File: config.mk
export PLATFORM = sky130hd
export DESIGN_NAME = ssc_profile_ctl
export DESIGN_NICKNAME = d
export VERILOG_FILES = /design/src/rtl/ssc_pkg.sv /design/src/rtl/ssc_pd_sync.sv /design/src/rtl/ssc_src_sel.sv /design/src/rtl/ssc_sweep.sv /design/src/rtl/ssc_profile_ctl.sv
export SDC_FILE = /design/constraint.sdc
export NUM_CORES = 1
export LEC_CHECK = 0
export ABC_AREA = 1
export CAP_MARGIN = 40
export CELL_PAD_IN_SITES_DETAIL_PLACEMENT = 1
export CELL_PAD_IN_SITES_GLOBAL_PLACEMENT = 1
export CORE_MARGIN = 3
export CORE_UTILIZATION = 40
export DETAILED_ROUTE_END_ITERATION = 10
export GPL_TIMING_DRIVEN = 0
export MAX_ROUTING_LAYER = met4
export PLACE_DENSITY = 0.76
export SLEW_MARGIN = 5
export SYNTH_ARGS = -nofsm -noshare
export SYNTH_HDL_FRONTEND = slang
export SYNTH_HIERARCHICAL = 1
export SYNTH_SLANG_ARGS = --single-unit
File: constraint.sdc
create_clock -name clk -period 11.4 [get_ports clk]
set_input_delay 1.14 -clock clk [delete_from_list [all_inputs] [get_ports clk]]
set_output_delay 1.14 -clock clk [all_outputs]
set_load 0.005 [all_outputs]
File: src/rtl/ssc_pkg.sv
package ssc_pkg;

  localparam int CODE_W  = 5;
  localparam int MAG_W   = 9;
  localparam int MAG_MAX = 300;

  typedef struct packed {
    logic             center;
    logic [MAG_W-1:0] mag;
  } ssc_cfg_t;

  // depth in parts per 10,000 and sweep style for one spread code
  function automatic ssc_cfg_t ssc_decode(input logic [CODE_W-1:0] code);
    ssc_cfg_t c;
    c.center = ((code >= 5'd7) && (code <= 5'd11)) || (code >= 5'd24);
    case (code)
      5'd0, 5'd16:           c.mag = 9'd80;
      5'd1, 5'd13, 5'd17:    c.mag = 9'd100;
      5'd2, 5'd12, 5'd18:    c.mag = 9'd125;
      5'd3, 5'd14, 5'd19:    c.mag = 9'd150;
      5'd4, 5'd20:           c.mag = 9'd175;
      5'd5, 5'd15, 5'd21:    c.mag = 9'd200;
      5'd6, 5'd22:           c.mag = 9'd250;
      5'd23:                 c.mag = 9'd300;
      5'd7, 5'd27:           c.mag = 9'd60;
      5'd8, 5'd29:           c.mag = 9'd100;
      5'd9, 5'd30:           c.mag = 9'd125;
      5'd10, 5'd31:          c.mag = 9'd150;
      5'd11:                 c.mag = 9'd200;
      5'd24:                 c.mag = 9'd30;
      5'd25:                 c.mag = 9'd40;
      5'd26:                 c.mag = 9'd50;
      default:               c.mag = 9'd80;   // code 28
    endcase
    return c;
  endfunction

  // strap pair to spread code: 11 -> center 1.00, else down 1.00
  function automatic logic [CODE_W-1:0] ssc_strap_code(input logic [1:0] s);
    return (s == 2'b11) ? 5'd8 : 5'd1;
  endfunction

endpackage

File: src/rtl/ssc_pd_sync.sv
module ssc_pd_sync #(
  parameter int STAGES = 2
) (
  input  logic clk,
  input  logic rst_n,
  input  logic async_i,
  output logic sync_o
);

  logic [STAGES:0] tap;
  assign tap[0] = async_i;

  for (genvar i = 0; i < STAGES; i++) begin : g_stage
    logic q;
    always_ff @(posedge clk or negedge rst_n) begin
      if (!rst_n) q <= 1'b0;
      else        q <= tap[i];
    end
    assign tap[i+1] = q;
  end

  assign sync_o = tap[STAGES];

endmodule

File: src/rtl/ssc_src_sel.sv
module ssc_src_sel
  import ssc_pkg::*;
(
  input  logic              clk,
  input  logic              rst_n,
  input  logic [1:0]        strap_i,
  input  logic              sw_mode,
  input  logic [CODE_W-1:0] sw_code,
  input  logic              spread_en,
  output logic [1:0]        strap_q,
  output ssc_cfg_t          cfg_live,
  output logic              en_live
);

  logic [CODE_W-1:0] code_sel;

  // straps follow the pins only while reset is held
  always_ff @(posedge clk) begin
    if (!rst_n) strap_q <= strap_i;
  end

  assign code_sel = sw_mode ? sw_code : ssc_strap_code(strap_q);
  assign cfg_live = ssc_decode(code_sel);
  assign en_live  = spread_en;

endmodule

File: src/rtl/ssc_sweep.sv
module ssc_sweep
  import ssc_pkg::*;
#(
  parameter int PERIOD = 6400,
  parameter int OFS_W  = 24
) (
  input  logic                    clk,
  input  logic                    rst_n,
  input  logic                    run,
  input  ssc_cfg_t                cfg_live,
  input  logic                    en_live,
  output logic signed [OFS_W-1:0] ofs_o,
  output logic                    vld_o,
  output logic                    cfg_load,
  output logic                    act_center
);

  localparam int PH_W = $clog2(PERIOD);
  localparam logic [PH_W-1:0] LAST_P = PH_W'(PERIOD - 1);
  localparam logic [PH_W-1:0] HALF_P = PH_W'(PERIOD / 2);
  localparam logic [PH_W-1:0] QTR_P  = PH_W'(PERIOD / 4);
  localparam logic [PH_W-1:0] TQ_P   = PH_W'((3 * PERIOD) / 4);

  logic [PH_W-1:0]         ph_q;
  ssc_cfg_t                cfg_q;
  logic                    en_q;
  ssc_cfg_t                cfg_use;
  logic                    en_use;
  logic signed [OFS_W-1:0] step;

  // signed increment for the current phase of the triangle
  function automatic logic signed [OFS_W-1:0] step_of(input ssc_cfg_t c,
                                                      input logic [PH_W-1:0] ph);
    logic signed [OFS_W-1:0] m;
    m = $signed({{(OFS_W-MAG_W){1'b0}}, c.mag});
    if (c.center) begin
      m = m <<< 1;
      return ((ph < QTR_P) || (ph >= TQ_P)) ? m : -m;
    end
    return (ph < HALF_P) ? -m : m;
  endfunction

  assign cfg_load   = run && (ph_q == '0);
  assign cfg_use    = cfg_load ? cfg_live : cfg_q;
  assign en_use     = cfg_load ? en_live  : en_q;
  assign step       = step_of(cfg_use, ph_q);
  assign act_center = cfg_q.center;

  always_ff @(posedge clk or negedge rst_n) begin
    if (!rst_n) begin
      ph_q  <= '0;
      cfg_q <= '0;
      en_q  <= 1'b0;
      ofs_o <= '0;
      vld_o <= 1'b0;
    end else if (!run) begin
      ph_q  <= '0;
      en_q  <= 1'b0;
      ofs_o <= '0;
      vld_o <= 1'b0;
    end else begin
      if (cfg_load) begin
        cfg_q <= cfg_live;
        en_q  <= en_live;
      end
      ph_q  <= (ph_q == LAST_P) ? '0 : ph_q + PH_W'(1);
      ofs_o <= en_use ? ofs_o + step : '0;
      vld_o <= 1'b1;
    end
  end

endmodule

File: src/rtl/ssc_profile_ctl.sv
module ssc_profile_ctl
  import ssc_pkg::*;
#(
  parameter int CLK_HZ      = 200_000_000,
  parameter int MOD_HZ      = 31_250,
  parameter int OFS_W       = 24,
  parameter int SYNC_STAGES = 2
) (
  input  logic                    clk,
  input  logic                    rst_n,
  input  logic                    pd_n,
  input  logic [1:0]              strap_i,
  input  logic                    sw_mode,
  input  logic [4:0]              sw_code,
  input  logic                    spread_en,
  output logic [1:0]              strap_rb,
  output logic signed [OFS_W-1:0] ofs_o,
  output logic                    ofs_vld
);

  localparam int PERIOD = CLK_HZ / MOD_HZ;
  localparam int HALF   = PERIOD / 2;

  logic     run;
  logic     cfg_load;
  logic     act_center;
  logic     en_live;
  ssc_cfg_t cfg_live;

  ssc_pd_sync #(.STAGES(SYNC_STAGES)) u_sync (
    .clk     (clk),
    .rst_n   (rst_n),
    .async_i (pd_n),
    .sync_o  (run)
  );

  ssc_src_sel u_src (
    .clk       (clk),
    .rst_n     (rst_n),
    .strap_i   (strap_i),
    .sw_mode   (sw_mode),
    .sw_code   (sw_code),
    .spread_en (spread_en),
    .strap_q   (strap_rb),
    .cfg_live  (cfg_live),
    .en_live   (en_live)
  );

  ssc_sweep #(.PERIOD(PERIOD), .OFS_W(OFS_W)) u_sweep (
    .clk        (clk),
    .rst_n      (rst_n),
    .run        (run),
    .cfg_live   (cfg_live),
    .en_live    (en_live),
    .ofs_o      (ofs_o),
    .vld_o      (ofs_vld),
    .cfg_load   (cfg_load),
    .act_center (act_center)
  );

endmodule

Yosys cells after proc, flatten, opt, wreduce, memory -nomap -nowiden. Memory sizes are Yosys's and may differ from the RTL's. Cells that the tools add are included.

Register bits: 53. ROM bits: 288. Input bits: 12. Output and inout port bits: 27. Memories kept: 1.

Add/subtract/negate cells: 4. $lt $le $gt $ge: 6. Equality and inequality tests: 2. Multiplexer cells: 16. Reductions and logical operators: 5.

Memory list: (name not given) (depth 32, bits a word 9, read ports 1, clocked after memory_dff 0, wr ports 0, RTL line ssc_pkg.sv:16) `case (code)`.

Operator list (count): $mux 24 (6); $neg 10->24 (2); $mux 13 (2); $add 24x24->24 (1); $mux 10 (2); $add 13x1->13 const B (1); $eq 13x13->1 const B (1); $ge 13x13->1 const B (1); $logic_not 13->1 (1); $lt 13x11->1 const B (1); $lt 13x12->1 const B (1); $ge 5x3->1 const B (1); $ge 5x5->1 const B (1); $le 5x4->1 const B (1); $mux 5 (1); $mux 1 (4); $mux 4 (1); $eq 2x2->1 const B (1); $logic_and 1x1->1 (2); $logic_or 1x1->1 (2).

Depth between registers and ports, before layout.
Depth in word-level cells: 14. Mapped depth: 35. Mapped depth without buffers: 35.

Hierarchy. Netlist, hierarchy kept.

Modules (own cells, without submodules): ssc_sweep (times used 1, cells each 535, area an instance 3912.5 µm²); ssc_src_sel (times used 1, cells each 113, area an instance 635.6 µm²); ssc_pd_sync (times used 1, cells each 2, area an instance 50.0 µm²).

Worst setup path after synthesis. OpenSTA, ideal clock, no wires.

Path kind: input -> register. Start: in sw_mode. End: reg u_sweep.ofs_o[15]. Arrival: 5003 ps. Required time: 11283 ps. Path slack: 6280 ps. Stages on the path: 32. Cells stage by stage: buf_6 -> nand2_1 -> nand2_1 -> inv_1 -> ha_1 -> inv_1 -> nand2_1 -> o21ai_0 -> a21oi_1 -> o21ai_2 -> buf_6 -> buf_6 -> buf_4 -> nor2_1 -> o21bai_1 -> ha_1 -> inv_1 -> nor3_4 -> nor2_1 -> nand2_1 -> a22oi_1 -> ha_1 -> nand2_1 -> o21ai_0 -> a21o_1 -> inv_1 -> o21ai_0 -> inv_1 -> o21bai_1 -> a21oi_1 -> nor2_1 -> nor2_1.

RTL lines: start: declaration (RTL line ssc_profile_ctl.sv:13) `input logic sw_mode,`; end signal: assignment (RTL line ssc_sweep.sv:67) `ofs_o <= en_use ? ofs_o + step : '0;`; end: declaration (RTL line ssc_sweep.sv:12) `output logic signed [OFS_W-1:0] ofs_o,`.

==> impl_metrics.tcl <==
set metrics [dict create \
    status "completed" \
    start_kind "input pin" \
    place_area_sq_um 5160 \
    drv_slew 0 \
    endpoint_kind "flop" \
    async_flop_share_pct 96.2 \
    syn_nets 700 \
    fin_hold_ws_ns 0.354 \
    grt_max_degree 28 \
    crit_buf_inv 9 \
    num_io_pins 39 \
    cp.required_ns 11.59 \
    cp_slowest_stage_delay_ns 0.57 \
    postLayoutCoreUtil_pct 48.2 \
    synth_adder_area_share_pct 10.5 \
    max_freq_ghz 0.150 \
    p_clk_share_pct 23.3 \
    areaGrowthSynthToFinish_pct 15.5 \
    port_buffers 37 \
    syn_area_sq_um 4600 \
    synth_xor_area_share_pct 1.14 \
    path_class "in -> reg" \
    synth-edff-count 2 \
    finalClockSkew_ns 0.00814 \
    coreArea_sq_um 11000 \
    drc 0 \
    drtPass1Iterations 4 \
    grt_overflow_total 0 \
    use_met1_pct 30.3 \
    slowest_stage "clkdlybuf4s50_1" \
    cts_root_buffer "clkbuf_16" \
    crit_fanout 10 \
    p_leak_uw 0.00264 \
    clk_latency_ns 0.31 \
    tritoncts "yes" \
    finalSetupViolCount 0 \
    critical_path.top_delay_family "compound AO/OA/AOI/OAI gates" \
    ant_nets 0 \
    htreeDepth 2 \
    synthCells 650 \
    synth_top_family_by_area "simple AND/OR/NAND/NOR gates" \
    tightestPinTransition_ns 0.761 \
    dp_hpwl_microns 11100 \
    ys_seq_area_share_pct 29.1 \
    synth_seq_cells 53 \
    synth.distinct_cells 48 \
    cts.sinks 53 \
    hold_viol_final 0 \
    grt_pass1_vias 4822 \
    avgSynthCellArea_sq_um 7.07 \
    arrival_ns 6.84 \
    stdcell_area_sq_um 5310 \
    synth_mux_area_share_pct 0.245 \
    vias 4604 \
    clkTransAtPathRegs_ns 0.08 \
    hold_class "reg -> reg" \
    synth_area_leaders "dfrtp_1 28%, nand2_1 12%, ha_1 10%" \
    drive_gt1_share_pct 10.5 \
    relSlewSlack_pct 48.9 \
    ctsHoldBuffers 0 \
    p_seq_share_pct 29.6 \
    dieArea_sq_um 12800 \
    post-cts-setup-buffers 0 \
    first_iter_violations 173 \
    synthFlopType "dfrtp_1" \
    comb_power_share_pct 47.2 \
    maxCapViolCount 0 \
    finalCriticalPeriod_ns 6.65 \
    wl_microns 14000 \
    use_met2_pct 39.1 \
    switching_share_pct 43.7 \
    synth_top_area_cell "dfrtp_1" \
    cts_buffer_depth 2 \
    grtUsageTotal_pct 23.4 \
    grt_setup_unrepaired "false" \
    die_w_microns 113 \
    vias_per_cell 5.51 \
    period_share_pct 58.4 \
    p_int_uw 408 \
    grt_pass1_wl_microns 23500 \
    p_per_area_nw_per_um2 136 \
    ys_warn_count 6 \
    antenna_found_initial 0 \
    rows 38 \
    gp_congestion 0.877 \
    synth.most_common_cell "nand2_1" \
    cts_resized 0 \
    num_antenna_cells 0 \
    grt_busiest_layer "met2" \
    tns_ns 0 \
    use_met3_pct 3.42 \
    ir_drop_uv 71.4 \
    die_height_microns 113 \
    p_switching_uw 317 \
    synthTopCellsByCount "145 x nand2_1, 71 x inv_1, 59 x nor2_1" \
    start_util_pct 41.7 \
    synth_top_area_share_pct 27.8 \
    wl_per_cell_microns 16.7 \
    cts_inserted_buffers 5 \
    nNetsFinal 745 \
    synth_compound_area_share_pct 17.0 \
    synthSimpleGateAreaFrac_pct 33.8 \
]
## cell type report
| type | instances | area (sq um) |
|---|---|---|
| Timing Repair Buffer | 38 | 385 |
| Clock buffer | 5 | 125 |
| Fill cell | 1433 | 5720 |
| Multi-Input combinational cell | 507 | 2880 |
| Tap cell | 140 | 175 |
| Inverter | 81 | 307 |
| Sequential cell | 53 | 1340 |
| Buffer | 9 | 76.3 |
| Clock inverter | 3 | 28.8 |
## logic make-up (layout without fill, tap and decap cells)
| logic type | after synthesis | after routing |
|---|---|---|
| flops | 53 | 53 |
| xor+xnor | 6 | 6 |
| fa+ha+maj | 38 | 38 |
| compound gates | 138 | 138 |
| buf+inv | 90 | 136 |
| mux | 1 | 1 |
| simple gates | 324 | 324 |
## power by group through the flow
| stage | clock [uW] | sequential [uW] | combinational (uW) |
|---|---|---|---|
| 2_1_floorplan | 0 | 217 | 240 |
| 3_3_place_gp | 0 | 218 | 326 |
| 3_5_place_dp | 0 | 219 | 336 |
| 4_1_cts | 174 | 215 | 340 |
| 5_1_grt | 182 | 216 | 387 |
| 6_report | 169 | 214 | 342 |
## flip-flops by register name, indices dropped and copies added, names as in the netlist
register,count
u_sweep/vld_o,1
u_sweep/ofs_o,24
u_sweep/ph_q,13
u_sync/sync_o,1
u_src/strap_q,2
u_sweep/act_center,1
u_sweep/en_q,1
u_sync/g_stage.q,1
u_sweep/cfg_q,9
## metrics by stage
| stage | total power [uW] | cells | worst slack (ns) |
|---|---|---|---|
| 6_report | 724 | 836 | 4.75 |
| 3_3_place_gp | 544 | 827 | 4.67 |
| 3_5_place_dp | 555 | 828 | 4.53 |
| 2_1_floorplan | 457 | 650 | 6.28 |
| 5_1_grt | 785 | 836 | 4.14 |
| 4_1_cts | 729 | 836 | 4.81 |
## per-layer routing
layer	wire, microns	share of wire (%)
met1	6760	48
met2	6810	49
met3	271	1.9
met4	133	0.95
met5	0	0
## worst register-to-register path: cells and delay by family (launching register included)
kind	cells	cell delay, ns
compound gates	11	1.96
fa+ha+maj	3	0.73
buf+inv	7	0.90
flops	1	0.42
simple gates	11	1.50
## final timing paths
path                       depth (start not counted)                     startpoint                          end  slack, ns
min reg2reg                                        0  u_sync/g_stage[0].q$_DFF_PN0_      u_sync/sync_o$_DFF_PN0_       0.35
min                                                0  u_sync/g_stage[0].q$_DFF_PN0_      u_sync/sync_o$_DFF_PN0_       0.35
max                                               34                        sw_mode  u_sweep/ofs_o[18]$_DFF_PN0_       4.75
min in group asynchronous                          1                          rst_n   u_sweep/ph_q[11]$_DFF_PN0_       0.85
max in group asynchronous                          2                          rst_n  u_sweep/ofs_o[10]$_DFF_PN0_       9.96
max reg2reg                                       32     u_src/strap_q[1]$_DFFE_PN_  u_sweep/ofs_o[18]$_DFF_PN0_       5.78
## layout by cell type, fill, tap and decap left out, drive strengths merged
cell,netlist,final
a211oi,1,1
a21boi,1,1
a21o,4,4
a21oi,57,57
a221oi,2,2
a22oi,2,2
a31oi,3,3
a32oi,1,1
and3,1,1
buf,8,10
clkbuf,1,6
clkdlybuf4s50,0,36
clkinv,2,3
dfrtp,51,51
edfxtp,2,2
fa,1,1
ha,37,37
inv,79,81
mux2,1,1
nand2,169,169
nand3,42,42
nand3b,5,5
nand4,11,11
nor2,70,70
nor3,20,20
nor3b,1,1
nor4,5,5
o211a,1,1
o211ai,5,5
o21a,3,3
o21ai,53,53
o21bai,3,3
o22ai,2,2
xnor2,3,3
xor2,3,3
(Power assumes the default switching activity.)
